$ cat config.mk
export PLATFORM = sky130hd
export DESIGN_NAME = prio_irq_ctrl
export DESIGN_NICKNAME = d
export VERILOG_FILES = /design/src/rtl/prio_irq_ctrl.sv
export SDC_FILE = /design/constraint.sdc
export NUM_CORES = 1
export LEC_CHECK = 0
export ABC_AREA = 0
export BUFFER_PORTS_ARGS = -buffer_cell sky130_fd_sc_hd__buf_4
export CAP_MARGIN = 20
export CORE_MARGIN = 2
export CORE_UTILIZATION = 35
export CTS_CLUSTER_DIAMETER = 40
export CTS_CLUSTER_SIZE = 25
export DETAILED_ROUTE_END_ITERATION = 16
export GPL_TIMING_DRIVEN = 1
export PLACE_DENSITY = 0.58
export SLEW_MARGIN = 20
export SYNTH_ARGS = -nofsm -noshare
export SYNTH_HDL_FRONTEND = slang
export SYNTH_SLANG_ARGS = --single-unit
$ cat constraint.sdc
create_clock -name clk -period 2.5 [get_ports clk]
set_input_delay 0.125 -clock clk [delete_from_list [all_inputs] [get_ports clk]]
set_output_delay 0.125 -clock clk [all_outputs]
set_load 0.02 [all_outputs]
$ cat src/rtl/prio_irq_ctrl.sv
module prio_irq_ctrl #(
  parameter logic [7:0] INIT_WORD = 8'h11,
  parameter logic [7:0] SEL_IRR   = 8'h0A,
  parameter logic [7:0] SEL_ISR   = 8'h0B,
  parameter logic [4:0] EOI_OP    = 5'b01100,
  parameter int         AEOI_BIT  = 1
) (
  input  logic       clk,
  input  logic       rst_n,
  input  logic       addr,
  input  logic       wr_en,
  input  logic [7:0] wdata,
  output logic [7:0] rdata,
  input  logic [7:0] irq_in,
  output logic       int_out,
  input  logic       inta,
  output logic [7:0] vec_out,
  output logic [7:0] casc_cfg
);
  localparam int NIRQ = 8;
  localparam int IW   = $clog2(NIRQ);

  typedef enum logic [1:0] {RUN, GET_BASE, GET_CASC, GET_MODE} st_t;

  st_t        st;
  logic [7:0] irr, isr, imr, irq_q, base;
  logic       aeoi, rsel_isr;

  logic          svc_any;
  logic [IW-1:0] svc_idx;

  wire cmd_wr   = wr_en && !addr;
  wire dat_wr   = wr_en &&  addr;
  wire init_cmd = cmd_wr && wdata == INIT_WORD;
  wire eoi_cmd  = cmd_wr && wdata[7:3] == EOI_OP;
  wire ack_hit  = inta && svc_any;

  wire [7:0] req     = irr & ~imr;
  wire [7:0] ack_bit = ack_hit ? 8'(1) << svc_idx : '0;
  wire [7:0] eoi_bit = eoi_cmd ? 8'(1) << wdata[2:0] : '0;

  always_comb begin
    logic done;
    done    = 1'b0;
    svc_any = 1'b0;
    svc_idx = '0;
    for (int i = 0; i < NIRQ; i++) begin
      if (!done) begin
        if (isr[i]) begin
          done = 1'b1;
        end else if (req[i]) begin
          done    = 1'b1;
          svc_any = 1'b1;
          svc_idx = IW'(i);
        end
      end
    end
  end

  assign int_out  = svc_any;
  assign vec_out  = !inta ? '0 : base + (svc_any ? 8'(svc_idx) : 8'(NIRQ - 1));
  assign rdata    = addr ? imr : (rsel_isr ? isr : irr);

  always_ff @(posedge clk or negedge rst_n) begin
    if (!rst_n) begin
      irq_q <= '0;
      irr   <= '0;
    end else begin
      irq_q <= irq_in;
      irr   <= (irr | (irq_in & ~irq_q)) & irq_in & ~ack_bit;
    end
  end

  always_ff @(posedge clk or negedge rst_n) begin
    if (!rst_n)
      isr <= '0;
    else if (init_cmd)
      isr <= '0;
    else
      isr <= (isr & ~eoi_bit) | (aeoi ? '0 : ack_bit);
  end

  always_ff @(posedge clk or negedge rst_n) begin
    if (!rst_n) begin
      st       <= RUN;
      imr      <= '1;
      base     <= '0;
      casc_cfg <= '0;
      aeoi     <= 1'b0;
      rsel_isr <= 1'b0;
    end else if (init_cmd) begin
      st       <= GET_BASE;
      imr      <= '0;
      rsel_isr <= 1'b0;
    end else begin
      if (cmd_wr && wdata == SEL_ISR) rsel_isr <= 1'b1;
      if (cmd_wr && wdata == SEL_IRR) rsel_isr <= 1'b0;
      if (dat_wr) begin
        unique case (st)
          GET_BASE: begin base <= wdata; st <= GET_CASC; end
          GET_CASC: begin casc_cfg <= wdata; st <= GET_MODE; end
          GET_MODE: begin aeoi <= wdata[AEOI_BIT]; st <= RUN; end
          default:  imr <= wdata;
        endcase
      end
    end
  end

  a_r6_int_needs_unmasked: assert property (@(posedge clk) disable iff (!rst_n)
    int_out |-> (|(irr & ~imr)));

  a_r5_req_needs_input: assert property (@(posedge clk) disable iff (!rst_n)
    1'b1 |=> ((irr & ~$past(irq_in)) == '0));

  a_r7_ack_marks_isr: assert property (@(posedge clk) disable iff (!rst_n)
    (inta && int_out && !aeoi && !cmd_wr) |=> isr[$past(svc_idx)]);

  a_r7_one_new_isr: assert property (@(posedge clk) disable iff (!rst_n)
    1'b1 |=> ($countones(isr & ~$past(isr)) <= 1));

  a_r8_aeoi_keeps_isr: assert property (@(posedge clk) disable iff (!rst_n)
    (inta && aeoi && !cmd_wr) |=> $stable(isr));

  a_r9_eoi_clears: assert property (@(posedge clk) disable iff (!rst_n)
    (eoi_cmd && !inta) |=> !isr[$past(wdata[2:0])]);

  a_r11_spurious_keeps_isr: assert property (@(posedge clk) disable iff (!rst_n)
    (inta && !int_out && !cmd_wr) |=> $stable(isr));
endmodule

**Word-level counts from Yosys, hierarchy flattened**

Index checks and enable logic that the tools add are counted.
Widths: inputs -> output; s select.

- Flip-flop bits (word level): 52
- Input port bits: 21
- Output and inout port bits: 25
- Logic and storage cells: 129

- Add/sub/neg operators: 1
- Equal/unequal tests: 8
- Shift-type cells: 2
- Muxes and demuxes: 80
- Bitwise logic cells: 12
- Reductions and logical operators: 17

Operator list:

| operator | number |
|---|---|
| $mux 8 | 10 |
| $mux 3 | 19 |
| $mux 1 | 48 |
| $and 8x8->8 | 5 |
| $not 8->8 | 4 |
| $eq 8x4->1 const B | 2 |
| $or 8x8->8 | 2 |
| $shl 1x3->8 const A | 2 |
| $reduce_and 3->1 | 3 |
| $add 8x3->8 | 1 |
| $eq 8x5->1 const B | 1 |
| $logic_and 1x1->1 | 7 |
| $pmux 2 s3 | 1 |
| $eq 5x4->1 const B | 1 |
| $eq 2x2->1 const B | 2 |
| $mux 2 | 2 |
| $reduce_and 2->1 | 2 |
| $reduce_bool 4->1 | 1 |
| $reduce_bool 3->1 | 1 |
| $reduce_or 3->1 | 1 |
| $eq 2x1->1 const B | 1 |
| $ne 2x1->1 const B | 1 |
| $reduce_bool 2->1 | 1 |
| $logic_not 1->1 | 1 |
| $not 1->1 | 1 |

**Logic depth before layout (Yosys ltp)**

Gate-level depths: netlist of the first run.

- Depth in word-level cells: 30
- Depth in mapped cells: 12
- Depth with buffers taken out: 12

**Worst setup path after synthesis of the first run**

No wires, ideal clock.

- Path type: register to output
- From: reg imr[2]
- To: out vec_out[6]
- Arrival: 2.849 ns
- Data required time: 2.375 ns
- Path slack: -0.474 ns
- Cell stages (with the launch flop): 13
- Buffers on the path: 0
- Cells stage by stage: dfstp_2 > and2b_1 > nor4b_4 > a21oi_1 > o21a_1 > o21ai_0 > ha_1 > inv_1 > fa_1 > nor2b_1 > o2111ai_1 > xor2_1 > nor2_1

- Word-level cells in the longest chain between the ends: 23
- Elaborated cells on any way between the ends: 48
- Classes of those cells: 1 x add/sub; 45 x mux; 2 x bitwise

RTL lines:

| element | line | source |
|---|---|---|
| start, declared | 26 | `logic [7:0] irr, isr, imr, irq_q, base;` |
| start signal, assigned | 103 | `default: imr <= wdata;` |
| $not 8->8 (*) | 38 | `wire [7:0] req = irr & ~imr;` |
| $and 8x8->8 (*) | 38 |  |
| $mux 3 or $mux 1 (tied branches) | 51 | `end else if (req[i]) begin` |
| $mux 3 or $mux 1 (tied branches) | 49 | `if (isr[i]) begin` |
| $mux 3 or $mux 1 (tied branches) | 48 | `if (!done) begin` |
| $mux 3 or $mux 1 (tied branches) | 51 |  |
| $mux 3 or $mux 1 (tied branches) | 49 |  |
| $mux 3 or $mux 1 (tied branches) | 48 |  |
| [7 not listed] | - |  |
| $mux 3 or $mux 1 (tied branches) | 49 |  |
| $mux 3 or $mux 1 (tied branches) | 48 |  |
| $mux 3 or $mux 1 (tied branches) | 51 |  |
| $mux 3 or $mux 1 (tied branches) | 49 |  |
| $mux 3 or $mux 1 (tied branches) | 48 |  |
| $mux 3 (*) | 61 | `assign vec_out = !inta ? '0 : base + (svc_any ? 8'(svc_idx) : 8'(NIRQ - 1));` |
| $add 8x3->8 (*) | 61 |  |
| $mux 8 (*) | 61 |  |
| end, declared | 17 | `output logic [7:0] vec_out,` |

Every way passes the cells marked *; elsewhere a longest branch is shown, timed or not.

**Worst setup path in the final report of the first run**

Same ends and word-level chain as after synthesis.

==> results of run 1 <==
-- cells in the final DEF, fill, tap and decap left out, types with 4 or more instances in the layout --
| cell | n |
|---|---|
| ha_1 | 7 |
| mux2_2 | 16 |
| clkbuf_8 | 6 |
| inv_1 | 16 |
| nand2_1 | 20 |
| nor2_1 | 11 |
| dfstp_2 | 8 |
| dfrtp_1 | 44 |
| a31oi_1 | 5 |
| nor2b_1 | 6 |
| nand3_1 | 6 |
| nand2b_1 | 6 |
| mux2i_1 | 11 |
| a22o_1 | 4 |
| buf_6 | 8 |
| o21ai_0 | 24 |
| buf_4 | 93 |
| dlygate4sd3_1 | 9 |
| a21o_1 | 4 |
| nor3_1 | 7 |
| nor2_2 | 6 |
| a21oi_1 | 14 |
-- layout make-up --
cell class	count	area [um2]	share of cell area [%]
flip-flops and latches	52	1311	32.35
multi-input cells	204	1548	38.18
repair buffers	110	878.3	21.67
inverters	18	67.56	1.667
clock inverters	2	38.79	0.9568
well taps	102	127.6	3.148
clock buffers	6	82.58	2.037
-- worst max-delay path: stages (launching register included) --
cell	delay, ns
dfstp_2	0.54
and2b_2	0.25
nor4b_4	0.20
buf_4	0.18
nand4_1	0.13
o21a_1	0.15
o21ai_1	0.08
ha_2	0.20
inv_2	0.04
fa_2	0.36
nor2b_4	0.15
o2111ai_2	0.13
xor2_1	0.17
nor2_2	0.10
buf_4	0.15
-- logic make-up (layout without fill, tap and decap cells) --
| kind of cell | count (synthesis) | count (layout) | share of synthesized area [%] |
|---|---|---|---|
| XOR/XNOR | 4 | 4 | 1.234 |
| AND/OR/NAND/NOR | 85 | 85 | 16.92 |
| adder cells (fa/ha/maj) | 9 | 9 | 4.229 |
| buffers and inverters | 26 | 136 | 3.568 |
| AO/OA/AOI/OAI | 79 | 79 | 17.67 |
| multiplexers | 27 | 27 | 10.22 |
| flip-flops | 52 | 52 | 46.17 |
-- what timing repair did --
action                                  4_1_cts  5_1_grt
cloned                                        0        0
pin swaps                                    13        5
endpoints found under the setup margin        8       12
resized for setup                            26        6
endpoints found under the hold margin        52        0
hold buffers                                  9        0
setup buffers                                13        4
-- cell usage after synthesis, types with 2 or more instances --
master / count / area, um2
buf_2: 3 / 15.01
a21o_1: 4 / 30.03
nor3_1: 8 / 40.04
nand4_1: 2 / 12.51
or3b_2: 2 / 17.52
a31o_2: 2 / 17.52
mux2i_1: 11 / 110.1
mux2_2: 16 / 180.2
a211oi_1: 3 / 22.52
nand2b_1: 6 / 37.54
a22o_1: 4 / 35.03
and2_1: 2 / 12.51
o21ai_0: 28 / 140.1
dfstp_2: 8 / 210.2
nand2_1: 22 / 82.58
ha_1: 8 / 100.1
or3_1: 2 / 12.51
a31oi_1: 6 / 37.54
dfrtp_1: 44 / 1101
inv_1: 17 / 63.81
nor2b_1: 7 / 43.79
a21oi_1: 18 / 90.09
clkbuf_1: 5 / 18.77
nor2_1: 17 / 63.81
nand3_1: 6 / 30.03
xor2_1: 3 / 26.28
-- metrics by stage --
step           instances  hold WS (ns)  total power, mW  cell area (um2)
2_1_floorplan        282       -0.1706            2.307             2884
5_1_grt              494       0.07465            4.205             4054
3_5_place_dp         469        0.2054            3.074             3676
3_3_place_gp         469        0.2102            3.051             3676
6_report             494       0.07110            3.944             4054
4_1_cts              499       0.07000            3.883             4089
-- report_power, final --
| group | switching [mW] | total, mW | leakage, nW | internal, mW |
|---|---|---|---|---|
| Clock | 0.301 | 0.629 | 0.0614 | 0.328 |
| Combinational | 0.961 | 1.98 | 1.17 | 1.02 |
| Sequential | 0.200 | 1.33 | 0.622 | 1.13 |
| Total | 1.46 | 3.94 | 1.85 | 2.48 |
-- metal layers --
layer | global-route usage (%) | vias up | wire length [um]
met4 | 3.744 | 0 | 93
met1 | 26.04 | 1222 | 3706
met5 | 0 | - | 0
met2 | 33.45 | 54 | 3922
li1 | - | 1228 | -
met3 | 3.772 | 8 | 410
-- sequential cells by signal, indices dropped and copies added (netlist names) --
signal and count:
imr 8, isr 8, st 2, casc_cfg 8, aeoi 1, irr 8, irq_q 8, base 8
rsel_isr 1
-- worst max-delay path by stage --
stage                       startpoint         end  slack (ns)  depth (start not counted)
floorplan           imr[2]$_DFFE_PN1P_  vec_out[6]       -0.34                         12
global placement    imr[2]$_DFFE_PN1P_  vec_out[5]       -0.41                         11
detailed placement  imr[2]$_DFFE_PN1P_  vec_out[6]       -0.48                         13
CTS                 imr[2]$_DFFE_PN1P_  vec_out[6]       -0.74                         14
global route        imr[2]$_DFFE_PN1P_  vec_out[6]       -0.96                         14
finish              imr[2]$_DFFE_PN1P_  vec_out[6]       -0.78                         14
==> reports/metrics.cfg, run 1 <==
[min_path]
hold_path_class=in2reg
min_path_cells=2
min-delay-start=inta
worstHoldEndpoint=irr[3]$_DFF_PN0_

[sta]
tns_ns=-4.602
finalCritPeriodShare_pct=131.3
hold_violations=0
setup_viol=8
period_needed_ns=3.282
max_freq_mhz=304.7
rsz0062_at_grt=yes
worst_slack_ns=-0.7816
slew_headroom_pct=55.34
fin_skew_ns=0.009518
final_max_slew_viol_count=0
tightest_slew_ns=0.6699

[floorplanning]
dieHeight_um=94.08
fp.dieW_um=94.08
fp.dieArea_mm2=0.008851
std_cell_rows=32
start_util_pct=36.38
io_pins=46
core_area_mm2=0.007807

[pwr]
powerDensity_mw_per_mm2=972.8
leakagePower_nw=1.851
ir_worst_vdd_uv=520.6

[finish]
n_fill_cell=726
diodes=0
final_util_pct=51.92
area_delta_synth_final_pct=42.73
layout-drive-gt1-share_pct=43.37
final_nets=421

[critical_path]
critPathArrivalTime_ns=3.16
worstPathRequired_ns=2.38
endpoint_kind=output port
rrSetupSlack_ns=0.16
crit_type=reg2out
start_kind=flip-flop
rr_startpoint=imr[2]$_DFFE_PN1P_
crit_fanout=4
r2r_end=isr[7]$_DFF_PN0_
r2r_cells=9

[cts]
numCtsBuffers=5
cts.path.max_buffers=2
clock_latency_ns=0.31
clock-root-buffer=clkbuf_8
cts_tree=built
htreeDepth=2
clk_pin_slew_ns=0.10
cts_sinks=52

[synth]
ys_types=54
ys_ff_latch=52
async_reset_ff_share_pct=100.0
netlist_area_mm2=0.002840
synth-main-ff-cell=dfrtp_1
yosysWarnings=0
seq_area_frac_synth_pct=46.17
netlist_instances=282
postSynthAreaPerCell_um2=10.07
syn_nets=312
synth_edf_count=0

[detailed_routing]
vias=2512
wl_per_cell_um=16.46
antenna_left=0
drt-vias-per-instance=5.085
drc=0
drtIter0Drc=123
dr.pass1.iters=4
wl_mm=8.131

[place]
dp_hpwl_mm=6.003
portBuffers=45
dp_slack_ns=-0.4751
gp_congestion=0.9359

[run_status]
violations=setup timing
status=complete, but fails checks

[global_routing]
overflow=0
grt_pass1_vias=2576
grt_max_degree=53
antenna_found_initial=0
grt_pass1_wl_mm=13.31
grtUsageTotal_pct=19.62

[job]
cap_violations=0

Power figures use the tool's default switching activity.
==> run 2, diff against run 1 <==
--- a/config.mk
+++ b/config.mk
@@ -14,7 +14,7 @@
 export CTS_CLUSTER_SIZE = 25
 export DETAILED_ROUTE_END_ITERATION = 16
 export GPL_TIMING_DRIVEN = 1
-export PLACE_DENSITY = 0.58
+export PLACE_DENSITY_LB_ADDON = 0.3
 export SLEW_MARGIN = 20
 export SYNTH_ARGS = -nofsm -noshare
 export SYNTH_HDL_FRONTEND = slang
==> reports/metrics.cfg, run 2 (same netlist as run 1, synthesis figures left out) <==
[run_status]
status=complete, but fails checks
violations=setup timing

[place]
gp_congestion=0.9318  ; -0.44%
numPlacedInstances=468  ; -0.21%
dp_hpwl_mm=5.905  ; -1.6%
portBuffers=45  ; unchanged
placed_cell_area_mm2=0.003669  ; -0.20%
dp_slack_ns=-0.4373  ; +0.03775 ns

[cts]
clock_latency_ns=0.32  ; about the same
htreeDepth=2  ; unchanged
clk_pin_slew_ns=0.11  ; about the same
cts_sinks=52  ; unchanged
clock-root-buffer=clkbuf_8
cts_tree=built
numCtsBuffers=5  ; unchanged
cts.path.max_buffers=2  ; unchanged

[detailed_routing]
wl_mm=8.023  ; -1.3%
drtIter0Drc=133  ; +8.1%
drt-vias-per-instance=5.169  ; +1.7%
dr.pass1.iters=4  ; unchanged
drc=0  ; unchanged
vias=2533  ; +0.84%
antenna_left=0  ; unchanged
wl_per_cell_um=16.37  ; -0.52%

[critical_path]
cpPeakStageDelay_ns=0.55  ; about the same
endpoint_kind=output port
critPathArrivalTime_ns=3.10  ; -0.06 ns
worstPathRequired_ns=2.38  ; about the same
critical_path_buf_inv_count=2  ; -1
crit_fanout=4  ; unchanged
crit_type=reg2out
path_delay_family=simple AND/OR/NAND/NOR gates
cpMaxStageDelayCell=dfstp_2
start_kind=flip-flop
worstPathCellList=and2b_2, nor4b_4, nand4_1, o21a_1, o21ai_2, ha_4, inv_2, fa_2, nor2b_4, o21ai_1, xor2_1, nor2_2, buf_6

[sta]
finalCritPeriodShare_pct=129.1  ; -2.1 points
fin_skew_ns=0.004167  ; -0.005351 ns
period_needed_ns=3.229  ; -0.05299 ns
slew_headroom_pct=54.82  ; -0.52 points
max_freq_mhz=309.7  ; +1.6%
final_max_slew_viol_count=0  ; unchanged
rsz0062_at_grt=yes
hold_violations=0  ; unchanged
worst_slack_ns=-0.7286  ; +0.05299 ns
setup_viol=12  ; +4
holdWs_ns=0.06948  ; -0.001621 ns
tightest_slew_ns=0.6777  ; +0.007811 ns

[finish]
stdcell_count=490  ; -0.81%
layout-drive-gt1-share_pct=42.53  ; -0.84 points
final_cell_area_mm2=0.004018  ; -0.90%
final_cell_mix=buf_4 (86), dfrtp_1 (44), o21ai_0 (24)
diodes=0  ; unchanged
area_delta_synth_final_pct=41.45
final_common_cell=buf_4
final_nets=417  ; -0.95%

[pwr]
ir_worst_vdd_uv=630.6  ; +21%
powerDensity_mw_per_mm2=942.2  ; -3.1%
leakagePower_nw=1.823  ; -1.5%

[global_routing]
overflow=0  ; unchanged
antenna_found_initial=0  ; unchanged
grt_pass1_vias=2646  ; +2.7%
grtUsageTotal_pct=19.97  ; +0.35 points
grt_pass1_wl_mm=13.63  ; +2.4%
grt_max_degree=53  ; unchanged

[min_path]
hold_path_class=in2reg

[floorplanning]
core_area_mm2=0.007807  ; unchanged
start_util_pct=36.38  ; unchanged
fp.dieW_um=94.08  ; unchanged
io_pins=46  ; unchanged
fp.dieArea_mm2=0.008851  ; unchanged
dieHeight_um=94.08  ; unchanged
std_cell_rows=32  ; unchanged

[job]
cap_violations=0  ; unchanged

run 2: final cells by class:
cell class                      count  area [um2]
Fill cell                         724        3790
Multi-Input combinational cell    204        1555
Sequential cell                    52        1311
Timing Repair Buffer              106       859.6
Tap cell                          102       127.6
Clock buffer                        5       68.82
Inverter                           18       67.56
Clock inverter                      3       27.53
run 2: per-layer routing:
metal  up-vias  global-route usage, %  part of all wire, %
li1       1228                      -                    -
met5         -                      0                    0
met2        63                  31.85                   47
met1      1229                  27.20                   47
met3        13                  3.772                  4.1
met4         0                  6.763                  2.2
run 2: worst reg2reg max path, stage by stage, from the launching register on:
cell	delay, ns
dfstp_2	0.55
and2b_2	0.25
nor4b_4	0.30
nand4_1	0.22
buf_6	0.18
buf_6	0.10
buf_6	0.10
buf_6	0.11
a2111oi_4	0.34
buf_4	0.20
a22o_1	0.15
run 2: what timing repair did:
| item | CTS | global route |
|---|---|---|
| hold endpoints to repair | 52 | 0 |
| setup buffers | 10 | 2 |
| pin swaps | 11 | 6 |
| hold buffers | 9 | 0 |
| setup endpoints to repair | 8 | 13 |
| resized for setup | 25 | 9 |
run 2: final timing paths:
kind                       slack, ns                      end                    start  depth (start not counted)
max in group asynchronous       1.68     rsel_isr$_DFFE_PN0P_                    rst_n                          2
setup / recovery               -0.73               vec_out[4]       imr[2]$_DFFE_PN1P_                         13
hold / removal                  0.07         irr[1]$_DFF_PN0_                     inta                          2
min in group asynchronous       0.36       irq_q[0]$_DFF_PN0_                    rst_n                          2
setup reg to reg               -0.05         isr[7]$_DFF_PN0_       imr[2]$_DFFE_PN1P_                         10
hold reg to reg                 0.51  casc_cfg[4]$_DFFE_PN0P_  casc_cfg[4]$_DFFE_PN0P_                          2
run 2: power by group:
group	switching (mW)	leakage (nW)	internal (mW)	total, mW
clock	0.317	0.0463	0.206	0.523
combinational	0.954	1.15	0.976	1.93
sequential	0.198	0.622	1.13	1.33
run 2: through the flow:
step / TNS [ns] / util, % / total power, mW
detailed placement: -2.291 / 46.99 / 3.091
floorplan: -1.769 / - / 2.307
CTS: -7.386 / 51.70 / 3.759
global route: -6.395 / 51.46 / 4.055
finish: -4.621 / 51.46 / 3.785
global placement: -2.042 / 46.99 / 3.057
